**src/rtl/scl_pkg.sv**
```systemverilog
package scl_pkg;
    localparam int BYTE_W = 8;
    localparam int IDX_W  = $clog2(BYTE_W);
    localparam int PORT_W = 8;

    // Port bit positions; the attached device decodes these.
    localparam int PIN_NRST = 7;
    localparam int PIN_CCLK = 6;
    localparam int PIN_DIN  = 5;
    localparam logic [PORT_W-1:0] PAT_DONE = 8'h10;

    typedef enum logic [2:0] {
        ST_IDLE,
        ST_RESET,
        ST_SETTLE,
        ST_WAIT,
        ST_LOW,
        ST_HIGH,
        ST_DONE
    } scl_state_t;
endpackage

```
**src/rtl/scl_interval_timer.sv**
```systemverilog
module scl_interval_timer #(
    parameter int CNT_W = 8
) (
    input  logic             clk,
    input  logic             rst_n,
    input  logic             load,
    input  logic [CNT_W-1:0] load_val,
    output logic             expired
);
    logic [CNT_W-1:0] cnt_q;

    always_ff @(posedge clk or negedge rst_n) begin
        if (!rst_n) begin
            cnt_q <= '0;
        end else if (load) begin
            cnt_q <= load_val;
        end else if (cnt_q != '0) begin
            cnt_q <= cnt_q - 1'b1;
        end
    end

    assign expired = (cnt_q == '0);
endmodule

```
**src/rtl/scl_bit_shifter.sv**
```systemverilog
module scl_bit_shifter
    import scl_pkg::*;
(
    input  logic              clk,
    input  logic              rst_n,
    input  logic              load,
    input  logic [BYTE_W-1:0] load_byte,
    input  logic              advance,
    output logic              bit_out,
    output logic              last_bit
);
    logic [BYTE_W-1:0] sh_q;
    logic [IDX_W-1:0]  idx_q;

    always_ff @(posedge clk or negedge rst_n) begin
        if (!rst_n) begin
            sh_q  <= '0;
            idx_q <= '0;
        end else if (load) begin
            sh_q  <= load_byte;
            idx_q <= '0;
        end else if (advance) begin
            sh_q  <= {1'b0, sh_q[BYTE_W-1:1]};
            idx_q <= idx_q + 1'b1;
        end
    end

    assign bit_out  = sh_q[0];
    assign last_bit = (idx_q == IDX_W'(BYTE_W - 1));
endmodule

```
**src/rtl/serial_cfg_loader.sv**
```systemverilog
module serial_cfg_loader
    import scl_pkg::*;
#(
    parameter int CLK_FREQ_HZ = 100_000_000,
    parameter int RESET_US    = 100,
    parameter int SETTLE_US   = 100,
    parameter int CCLK_PHASE  = 4
) (
    input  logic              clk,
    input  logic              rst_n,
    input  logic              start_i,
    input  logic              in_valid,
    input  logic [BYTE_W-1:0] in_data,
    output logic              in_ready,
    input  logic              stream_end,
    output logic [PORT_W-1:0] cfg_port,
    output logic              cfg_done
);
    localparam int CYC_PER_US_RAW = CLK_FREQ_HZ / 1_000_000;
    localparam int CYC_PER_US     = (CYC_PER_US_RAW < 1) ? 1 : CYC_PER_US_RAW;
    localparam int RST_CYC        = (RESET_US  < 1) ? CYC_PER_US : RESET_US  * CYC_PER_US;
    localparam int SET_CYC        = (SETTLE_US < 1) ? CYC_PER_US : SETTLE_US * CYC_PER_US;
    localparam int PH_CYC         = (CCLK_PHASE < 1) ? 1 : CCLK_PHASE;
    localparam int MAX_A          = (RST_CYC > SET_CYC) ? RST_CYC : SET_CYC;
    localparam int MAX_CYC        = (MAX_A > PH_CYC) ? MAX_A : PH_CYC;
    localparam int CNT_W          = $clog2(MAX_CYC + 1);

    scl_state_t       state_q, state_d;
    logic             t_load, t_exp;
    logic [CNT_W-1:0] t_val;
    logic             sh_load, sh_adv, sh_bit, sh_last;

    scl_interval_timer #(.CNT_W(CNT_W)) u_timer (
        .clk      (clk),
        .rst_n    (rst_n),
        .load     (t_load),
        .load_val (t_val),
        .expired  (t_exp)
    );

    scl_bit_shifter u_shift (
        .clk       (clk),
        .rst_n     (rst_n),
        .load      (sh_load),
        .load_byte (in_data),
        .advance   (sh_adv),
        .bit_out   (sh_bit),
        .last_bit  (sh_last)
    );

    // State register
    always_ff @(posedge clk or negedge rst_n) begin
        if (!rst_n) state_q <= ST_IDLE;
        else        state_q <= state_d;
    end

    // Next state and timer/shifter control
    always_comb begin
        state_d = state_q;
        t_load  = 1'b0;
        t_val   = '0;
        sh_load = 1'b0;
        sh_adv  = 1'b0;
        unique case (state_q)
            ST_IDLE, ST_DONE: begin
                if (start_i) begin
                    state_d = ST_RESET;
                    t_load  = 1'b1;
                    t_val   = CNT_W'(RST_CYC - 1);
                end
            end
            ST_RESET: begin
                if (t_exp) begin
                    state_d = ST_SETTLE;
                    t_load  = 1'b1;
                    t_val   = CNT_W'(SET_CYC - 1);
                end
            end
            ST_SETTLE: begin
                if (t_exp) state_d = ST_WAIT;
            end
            ST_WAIT: begin
                if (in_valid) begin
                    state_d = ST_LOW;
                    sh_load = 1'b1;
                    t_load  = 1'b1;
                    t_val   = CNT_W'(PH_CYC - 1);
                end else if (stream_end) begin
                    state_d = ST_DONE;
                end
            end
            ST_LOW: begin
                if (t_exp) begin
                    state_d = ST_HIGH;
                    t_load  = 1'b1;
                    t_val   = CNT_W'(PH_CYC - 1);
                end
            end
            ST_HIGH: begin
                if (t_exp) begin
                    sh_adv = 1'b1;
                    if (sh_last) begin
                        state_d = ST_WAIT;
                    end else begin
                        state_d = ST_LOW;
                        t_load  = 1'b1;
                        t_val   = CNT_W'(PH_CYC - 1);
                    end
                end
            end
            default: state_d = ST_IDLE;
        endcase
    end

    // Outputs
    always_comb begin
        cfg_port = '0;
        unique case (state_q)
            ST_IDLE, ST_SETTLE, ST_WAIT: cfg_port[PIN_NRST] = 1'b1;
            ST_RESET:                    cfg_port = '0;
            ST_LOW: begin
                cfg_port[PIN_NRST] = 1'b1;
                cfg_port[PIN_DIN]  = sh_bit;
            end
            ST_HIGH: begin
                cfg_port[PIN_NRST] = 1'b1;
                cfg_port[PIN_CCLK] = 1'b1;
                cfg_port[PIN_DIN]  = sh_bit;
            end
            ST_DONE:                     cfg_port = PAT_DONE;
            default:                     cfg_port = '0;
        endcase
    end

    assign in_ready = (state_q == ST_WAIT);
    assign cfg_done = (state_q == ST_DONE);
endmodule

```
**config.mk**
```make
export PLATFORM = sky130hd
export DESIGN_NAME = serial_cfg_loader
export DESIGN_NICKNAME = d
export VERILOG_FILES = /design/src/rtl/scl_pkg.sv /design/src/rtl/scl_interval_timer.sv /design/src/rtl/scl_bit_shifter.sv /design/src/rtl/serial_cfg_loader.sv
export SDC_FILE = /design/constraint.sdc
export NUM_CORES = 1
export LEC_CHECK = 0
export BUFFER_PORTS_ARGS = -buffer_cell sky130_fd_sc_hd__buf_2
export CORE_ASPECT_RATIO = 1.5
export CORE_UTILIZATION = 50
export DETAILED_ROUTE_END_ITERATION = 8
export GPL_TIMING_DRIVEN = 1
export PLACE_DENSITY = 0.71
export SLEW_MARGIN = 20
export SYNTH_ARGS = -nofsm -noshare
export SYNTH_HDL_FRONTEND = slang
export SYNTH_SLANG_ARGS = --single-unit
```
**constraint.sdc**
```tcl
create_clock -name clk -period 2.6 [get_ports clk]
set_clock_uncertainty 0.1 [all_clocks]
set_input_delay 0.13 -clock clk [delete_from_list [all_inputs] [get_ports clk]]
set_output_delay 0.13 -clock clk [all_outputs]
set_load 0.005 [all_outputs]
```
* Word level (Yosys, flattened, before mapping) *
Cells that the tools add are included.

storage, ports and cells
  bits in registers = 28
  bits of input ports = 13
  logic and storage cells = 63

cells by class
  $add $sub $neg = 2
  equality and inequality tests = 13
  multiplexer cells = 34
  reduce and logical (&&, ||, !) cells = 10

operator list
  cell                                                    count
  case mux 14 bit (5 select lines)                        1
  2-to-1 mux 14 bit                                       4
  2-to-1 mux 3 bit                                        10
  case mux 3 bit (6 select lines)                         1
  2-to-1 mux 8 bit                                        2
  zero test 14 bit                                        1
  nonzero test 14 bit                                     1
  subtractor 14 x 1 -> 14 bit (second input constant)     1
  equality test 3 bit (second input constant)             4
  2-to-1 mux 1 bit                                        10
  inequality test 2 bit (second input constant)           5
  2-to-1 mux 2 bit                                        4
  equality test 3 x 2 -> 1 bit (second input constant)    2
  AND reduction 6 bit                                     1
  OR reduction 2 bit                                      3
  2-to-1 mux 5 bit                                        1
  OR reduction 5 bit                                      1
  case mux 1 bit (4 select lines)                         1
  nonzero test 2 bit                                      2
  adder 3 x 1 -> 3 bit (second input constant)            1
  equality test 3 x 1 -> 1 bit (second input constant)    1
  zero test 3 bit                                         1
  inequality test 3 x 2 -> 1 bit (second input constant)  1

* Longest topological paths before layout *
Gate-level depths: netlist of the first run.

  word-level depth = 5
  depth in mapped cells = 8
  mapped depth without buffers = 7

* Modules after synthesis *
From an unflattened synthesis of the first run, not the netlist that was laid out.

second synthesis, totals
  cell total of the unflattened synthesis = 169
  area, all modules = 1685.4 µm²

by module, submodules not included
  module              instances  cells each  area each (µm²)
  scl_interval_timer  1          77          825.8
  scl_bit_shifter     1          45          508.0
  serial_cfg_loader   1          47          351.6

* Least setup slack after synthesis of the first run *
OpenSTA, ideal clock, no wires.

  kind = register -> register
  start = register u_timer.cnt_q[0]
  end = register u_shift.idx_q[0]
  arrival time = 2.023 ns
  data required time = 2.375 ns
  slack = 0.352 ns
  stages on the path, launching flop included = 9
  path buffers = 1
  period minus slack after synthesis = 2.248 ns
  cells stage by stage = dfrtp_1 inv_1 ha_1 or4b_4 nor4_4 and2_1 buf_4 a21oi_2 mux2_2

on the way
  longest elaborated chain between the ends = 4

ends and longest elaborated chain
  what                          line                      RTL
  from (decl)                   scl_interval_timer.sv:10  logic [CNT_W-1:0] cnt_q;
  from (signal assigned)        scl_interval_timer.sv:16  cnt_q <= load_val;
  from (signal assigned)        scl_interval_timer.sv:18  cnt_q <= cnt_q - 1'b1;
  zero test 14 bit              scl_interval_timer.sv:22  assign expired = (cnt_q == '0);
  2-to-1 mux 1 bit              serial_cfg_loader.sv:100  if (t_exp) begin
  2-to-1 mux 1 bit              serial_cfg_loader.sv:64   unique case (state_q)
  nonzero test 2 bit (no line)  -
  to (signal assigned)          scl_bit_shifter.sv:24     idx_q <= idx_q + 1'b1;
  to (decl)                     scl_bit_shifter.sv:13     logic [IDX_W-1:0] idx_q;

No other way between the ends.
A chain may end at the register's enable or synchronous reset.

* Worst setup path in the final report of the first run *
  start = register u_timer.cnt_q[0]
  end = register state_q[1]

on the way
  longest elaborated chain between the ends = 3
  elaborated cells between the ends (all ways) = 6

ends and longest elaborated chain
  what                             line                      RTL
  zero test 14 bit *               scl_interval_timer.sv:22
  inequality test 2 bit (no line)  -
  AND reduction 6 bit (no line) *  -
  to (signal assigned)             serial_cfg_loader.sv:54   else state_q <= state_d;
  to (decl)                        serial_cfg_loader.sv:28   scl_state_t state_q, state_d;

Mark *: on every way between the ends. The rest lies on a longest branch, timed or not.

==> results of run 1 <==
-- what timing repair did --
item | CTS | global route
gates resized for setup | 0 | 1
buffers inserted | 0 | 1
endpoints found under the setup margin | 0 | 8
hold endpoints to repair | 29 | 0
hold buffers | 2 | 0
-- flip-flops by register name (all words and copies together), names as in the netlist --
| register | cells |
|---|---|
| u_shift.idx_q | 3 |
| u_timer.cnt_q | 14 |
| u_shift.sh_q | 8 |
| state_q | 3 |
-- worst register-to-register path: cells and delay by family (launching register included) --
| family | cells | cell delay [ns] |
|---|---|---|
| simple gates | 2 | 0.70 |
| compound gates | 3 | 0.57 |
| buf+inv | 2 | 0.31 |
| fa+ha+maj | 1 | 0.16 |
| flops | 1 | 0.41 |
-- where the power goes --
group / internal [mW] / leakage [nW] / switching [mW]
Sequential: 0.626 / 0.342 / 0.235
Clock: 0.206 / 0.0357 / 0.140
Combinational: 0.369 / 0.494 / 0.460
-- placed cells by master (no fill, tap or decap), drive strengths merged, types with 2 or more instances in the layout --
cell / synthesis / layout
nand2: 30 / 30
dfrtp: 28 / 28
buf: 8 / 21
nor2: 15 / 15
a21oi: 15 / 15
inv: 9 / 9
o21ai: 8 / 8
xor2: 7 / 7
nor3: 6 / 6
a31oi: 5 / 5
or3: 5 / 5
xnor2: 5 / 5
nor4: 5 / 5
ha: 4 / 4
conb: 1 / 4
nand3: 3 / 3
o22ai: 3 / 3
clkbuf: 6 / 3
or4: 3 / 3
nor2b: 2 / 2
and2: 2 / 2
o31ai: 2 / 2
dlygate4sd3: 0 / 2
-- synth_stat cells (3+ instances only) --
cell      instances
nor4_1            4
nor3_1            6
nand3_1           3
a31oi_1           5
inv_1             9
o22ai_1           3
ha_1              4
buf_4             7
clkbuf_1          6
o21ai_0           8
nand2_1          29
nor2_1           15
xnor2_1           5
a21oi_1          14
dfrtp_1          28
or3_1             5
xor2_1            7
-- layout make-up --
class                      count  area, sq um  share of cell area (%)
sequential                    28          701                    38.6
timing repair buffer          23          133                    7.31
clock inverter                 1         30.0                    1.66
tap                           40         50.0                    2.76
clock buffer                   3         41.3                    2.28
inverter                       9         33.8                    1.86
multi-input combinational    136          826                    45.5
-- per-stage QoR --
stage                     instance area, sq um  utilization [%]
after floorplan                           1640                -
after global placement                    1700             54.5
after detailed placement                  1700             54.5
after CTS                                 1800             57.4
after global routing                      1810             58.0
final                                     1810             58.0
-- final timing paths --
path	to	slack, ns	start	cells past startpoint
max in group asynchronous	u_shift.sh_q[0]	1.70	rst_n	2
setup / recovery	state_q[1]	0.21	u_timer.cnt_q[0]	8
hold reg to reg	u_shift.idx_q[1]	0.42	u_shift.idx_q[1]	2
hold / removal	u_shift.sh_q[0]	0.02	in_data[0]	3
setup reg to reg	state_q[1]	0.21	u_timer.cnt_q[0]	8
min in group asynchronous	u_timer.cnt_q[12]	0.29	rst_n	2
-- kinds of logic after synthesis --
group | count (synthesis)
XOR/XNOR | 12
other | 1
adder cells (fa/ha/maj) | 4
flip-flops | 28
buffers and inverters | 23
AO/OA/AOI/OAI | 40
multiplexers | 1
AND/OR/NAND/NOR | 75
-- metal layers --
layer / part of all wire, % / GRT usage (%) / vias to the layer above
met5: 0 / 0 / -
met4: 0.75 / 7.84 / 0
met3: 2.0 / 1.91 / 2
met2: 58 / 46.3 / 22
met1: 39 / 23.0 / 662
li1: - / - / 656
==> run_results.csv, run 1 <==
group,metric,value,unit
synth,ys.flop_type,"dfrtp_1",
sta,maxSlewHeadroom,58.8,%
power,peakVddDrop,0.614,mV
critical_path,crit_slowest_cell,"or4b_4",
synth,synth_top_family_by_area,"simple AND/OR/NAND/NOR gates",
die,initial_core_util,51.9,%
sta,max_freq,419,MHz
cells_and_area,drive_above_1_share,16.0,%
power,cellLeakagePower,0.872,nW
cells_and_area,layout.nets,218,
placed_design,hpwlAfterDp,2.52,mm
critical_path,cp-start-kind,"register",
cts,cts_tree,"yes",
synth,synthMuxAreaShare,0.693,%
grt,overflow,0,
synth,synthTopCellsByArea,"dfrtp_1 43%, nand2_1 6.7%, a21oi_1 4.3%",
cells_and_area,final_cells,240,
grt,antenna_found_initial,0,
power,p_total,2.04,mW
critical_path,critical_path_required,2.64,ns
hold_path,hp-class,"primary input to register",
synth,synth_xor_area_share,6.47,%
route,dr.pass1.iters,4,
route,viasPerCell,5.59,
synth,synth_edf_count,0,
sta,tightest_slew,0.618,ns
critical_path,critPathBufInv,2,
placed_design,dpl.cell_count,233,
synth,synthesis.area,1620,sq um
sta,finalMaxSlewViolations,0,
cells_and_area,syn_to_final_growth,11.7,%
route,detail_route.iter0.violations,45,
synth,ys_types,39,
die,design.core.area,3130,sq um
cts,clockRootBuffer,"clkbuf_8",
critical_path,cp_max_fo,6,
die,die_area,3480,sq um
cells_and_area,antenna_cells,0,
synth,synthSimpleGateAreaFrac,23.7,%
synth,synth_cells,184,
sta,setup_ws,0.215,ns
run_status,outcome,"completed",
grt,grt_pass1_wl,6.09,mm
job,maxCapViolations,0,
critical_path,cp_top_family,"simple AND/OR/NAND/NOR gates",
critical_path,cp.arrival,2.43,ns
die,fp.dieW,48.5,um
grt,first_global_vias,1408,
route,routedWlPerCell,14.0,um
route,postRouteAntennaNets,0,
synth,avgSynthCellArea,8.83,sq um
route,drc,0,
critical_path,crit_type,"register to register",
synth,yosysSeqAreaShare,43.1,%
cts,cts.sinks,28,
cts,cts.clk_slew.worst_paths,0.10,ns
cts,cts_made_buffers,3,
synth,ys_warn_count,0,
die,die_y,71.8,um
placed_design,port_buffers,18,
sta,rsz0062_at_grt,"no",
die,fp-row-count,25,
die,ioPinCount,23,
critical_path,path_cells,"inv_1 -> ha_1 -> or4b_4 -> nor4_4 -> buf_4 -> o221ai_1 -> o21ai_0 -> o31ai_1",
sta,fin_crit,2.39,ns
synth,synth_fa_ha_area_share,3.08,%
sta,period_share,91.7,%
placed_design,globalplace.congestion,0.812,
route,vias,1342,
critical_path,slowest_delay,0.47,ns
sta,setup_viol,0,
cts,htree_levels,1,
placed_design,preCtsSetupSlack,0.133,ns
synth,synth_top_area_share,43.1,%
grt,grt_max_degree,29,
sta,setup_tns,0,ns
power,power_density,1120,nW/um^2
sta,hold_ws,0.0232,ns
route,drt_wl_total,3.35,mm
grt,grt_util_all_layers,22.4,%
synth,async_reset_ff_share,100,%
cts,clk-insertion-delay-late,0.28,ns
critical_path,end_kind,"register",
synth,synth_seq_cells,28,
sta,hold_violations,0,
synth,synth.largest_area_cell,"dfrtp_1",
cells_and_area,fillers,295,
cts,clock_tree.buffer_depth,2,
synth,synth_compound_area_share,15.3,%
No activity file was read; power rests on OpenSTA's default activity.
==> inputs of run 2 (changes only) <==
==> constraint.sdc (replaced) <==
create_clock -name clk -period 3.1 [get_ports clk]
set_clock_uncertainty 0.1 [all_clocks]
set_input_delay 0.155 -clock clk [delete_from_list [all_inputs] [get_ports clk]]
set_output_delay 0.155 -clock clk [all_outputs]
set_load 0.005 [all_outputs]
==> run 2 against run 1 <==
  * Core utilization decreased by 1.2 points
  * Final cell count decreased by 1.3%
  * Setup slack improved by 0.23 ns
  * Flip-flop and latch count unchanged
  * Largest power group unchanged
  * Worst hold slack got worse by 0.012 ns
  * Fmax decreased by 10%
  * Highest routed layer unchanged
==> run_results.csv, run 2 (synthesized netlist as in run 1, its figures left out) <==
group,metric,value,unit
cts,htree_levels,1,
cts,cts_made_buffers,3,
grt,antenna_found_initial,0,
critical_path,r2r_start,"u_timer.cnt_q[0]",
critical_path,reg2reg_to,"u_shift.idx_q[0]",
critical_path,crit_slowest_cell,"or4b_4",
route,vias,1332,
sta,hold_violations,0,
critical_path,cp_top_family,"simple AND/OR/NAND/NOR gates",
route,routedWlPerCell,13.9,um
cells_and_area,antenna_cells,0,
route,postRouteAntennaNets,0,
placed_design,port_buffers,18,
grt,grt_pass1_wl,5.73,mm
job,maxCapViolations,0,
placed_design,hpwlAfterDp,2.39,mm
route,drt_wl_total,3.30,mm
critical_path,ff2ff_setup_slack,0.44,ns
critical_path,cp-start-kind,"register",
sta,setup_tns,0,ns
power,cellLeakagePower,0.856,nW
power,switchingPower,0.692,mW
critical_path,cp_max_fo,10,
grt,grt_util_all_layers,21.1,%
hold_path,hp-class,"primary input to register",
sta,maxSlewHeadroom,57.2,%
power,internal_power,1.00,mW
grt,first_global_vias,1352,
power,clkPwrFrac,17.1,%
cts,clk-insertion-delay-late,0.28,ns
cts,clock_tree.buffer_depth,2,
die,design.core.area,3130,sq um
sta,rsz0062_at_grt,"no",
critical_path,rr_worst_depth,8,
cells_and_area,mostFrequentLayoutCells,"29 x nand2_1, 28 x dfrtp_1, 18 x buf_2, 15 x nor2_1, 14 x a21oi_1",
power,combPwrFrac,40.1,%
die,initial_core_util,51.9,%
critical_path,critPathCapture,"u_shift.idx_q[0]",
critical_path,critPathBufInv,2,
grt,overflow,0,
cts,cts.clk_slew.worst_paths,0.10,ns
critical_path,end_kind,"register",
critical_path,cp.depth,8,
cts,cts_setup_buffers,0,
critical_path,crit_type,"register to register",
power,peakVddDrop,0.574,mV
die,die_y,71.8,um
power,switching_share,40.9,%
sta,max_freq,376,MHz
power,power_density,951,nW/um^2
grt,grt_max_degree,29,
sta,tightest_slew,0.642,ns
cells_and_area,largest-register,"u_timer.cnt_q",
critical_path,slowest_delay,0.47,ns
sta,finalMaxSlewViolations,0,
cells_and_area,layout.cells.most_common,"nand2_1",
sta,hold_ws,0.0113,ns
cells_and_area,layout.nets,215,
cells_and_area,top_regs,"u_timer.cnt_q: 14 flops, u_shift.sh_q: 8 flops",
critical_path,path_cells,"inv_1 -> ha_1 -> or4b_4 -> nor4_4 -> buf_4 -> and2_1 -> a21oi_2 -> mux2_2",
cells_and_area,syn_to_final_growth,9.48,%
route,dr.pass1.iters,4,
sta,fin_crit,2.66,ns
sta,period_share,85.7,%
power,seqPwrFrac,42.8,%
cells_and_area,drive_above_1_share,15.2,%
die,fp.dieW,48.5,um
critical_path,cp.arrival,2.73,ns
critical_path,critical_path_required,3.18,ns
die,fp-row-count,25,
route,drc,0,
die,die_area,3480,sq um
run_status,outcome,"completed",
die,ioPinCount,23,
route,viasPerCell,5.62,
route,detail_route.iter0.violations,35,
critical_path,startpoint,"u_timer.cnt_q[0]",
cts,cts.sinks,28,
cells_and_area,largest_reg_flops,14,
cts,clockRootBuffer,"clkbuf_8",
placed_design,globalplace.congestion,0.819,
sta,setup_viol,0,
cts,cts_tree,"yes",
==> run 2: cell types whose count changed in the layout (fill, tap and decap cells not counted), sizes merged <==
cell and change:
dlygate4sd3 -1, buf -2
==> run 2: timing repair <==
item / CTS / global route
gates resized for setup: 0 / 0
endpoints found under the hold margin: 28 / 0
hold buffers: 1 / 0
endpoints found under the setup margin: 0 / 0
==> run 2: power groups by stage <==
stage               combinational, mW  clock (mW)  sequential, mW
floorplan                       0.599           0           0.633
global route                    0.777       0.307           0.749
finish                          0.679       0.290           0.723
global placement                0.648           0           0.707
CTS                             0.682       0.293           0.720
detailed placement              0.669           0           0.724
==> run 2: tightest hold or removal path, stage by stage <==
cell,delay (ns)
buf_2,0.09
inv_1,0.03
o21ai_0,0.07
==> run 2: layer usage <==
metal,part of all wire [%],GRT usage (%),up-vias
met5,0,0,-
met1,39,21.3,646
met3,2.0,2.55,6
met2,58,43.2,23
met4,1.2,7.84,0
li1,-,-,657
==> run 2: worst min path at each step <==
stage                from               end  slack [ns]  cells after the start
2_1_floorplan       rst_n        state_q[0]       -0.24                      0
3_3_place_gp        rst_n        state_q[1]        0.10                      1
3_5_place_dp        rst_n  u_timer.cnt_q[6]        0.12                      1
4_1_cts        in_data[7]   u_shift.sh_q[7]        0.02                      3
5_1_grt        in_data[7]   u_shift.sh_q[7]        0.03                      3
6_report       in_data[7]   u_shift.sh_q[7]        0.01                      3
==> run 2: area by class of cell <==
type	instances	area [sq um]
fill	309	1350
multi-input combinational	136	815
sequential	28	701
timing repair buffer	20	108
tap	40	50.0
clock buffer	3	41.3
inverter	9	33.8
clock inverter	1	30.0
==> run 2: metrics by stage <==
step	cells	area (sq um)	total power [mW]	setup WS, ns	utilization (%)
after floorplan	187	1640	1.23	0.852	-
after global placement	232	1700	1.35	0.571	54.2
after detailed placement	232	1700	1.39	0.452	54.2
after CTS	237	1780	1.70	0.428	56.8
after global routing	237	1780	1.83	0.268	56.8
final	237	1780	1.69	0.443	56.8
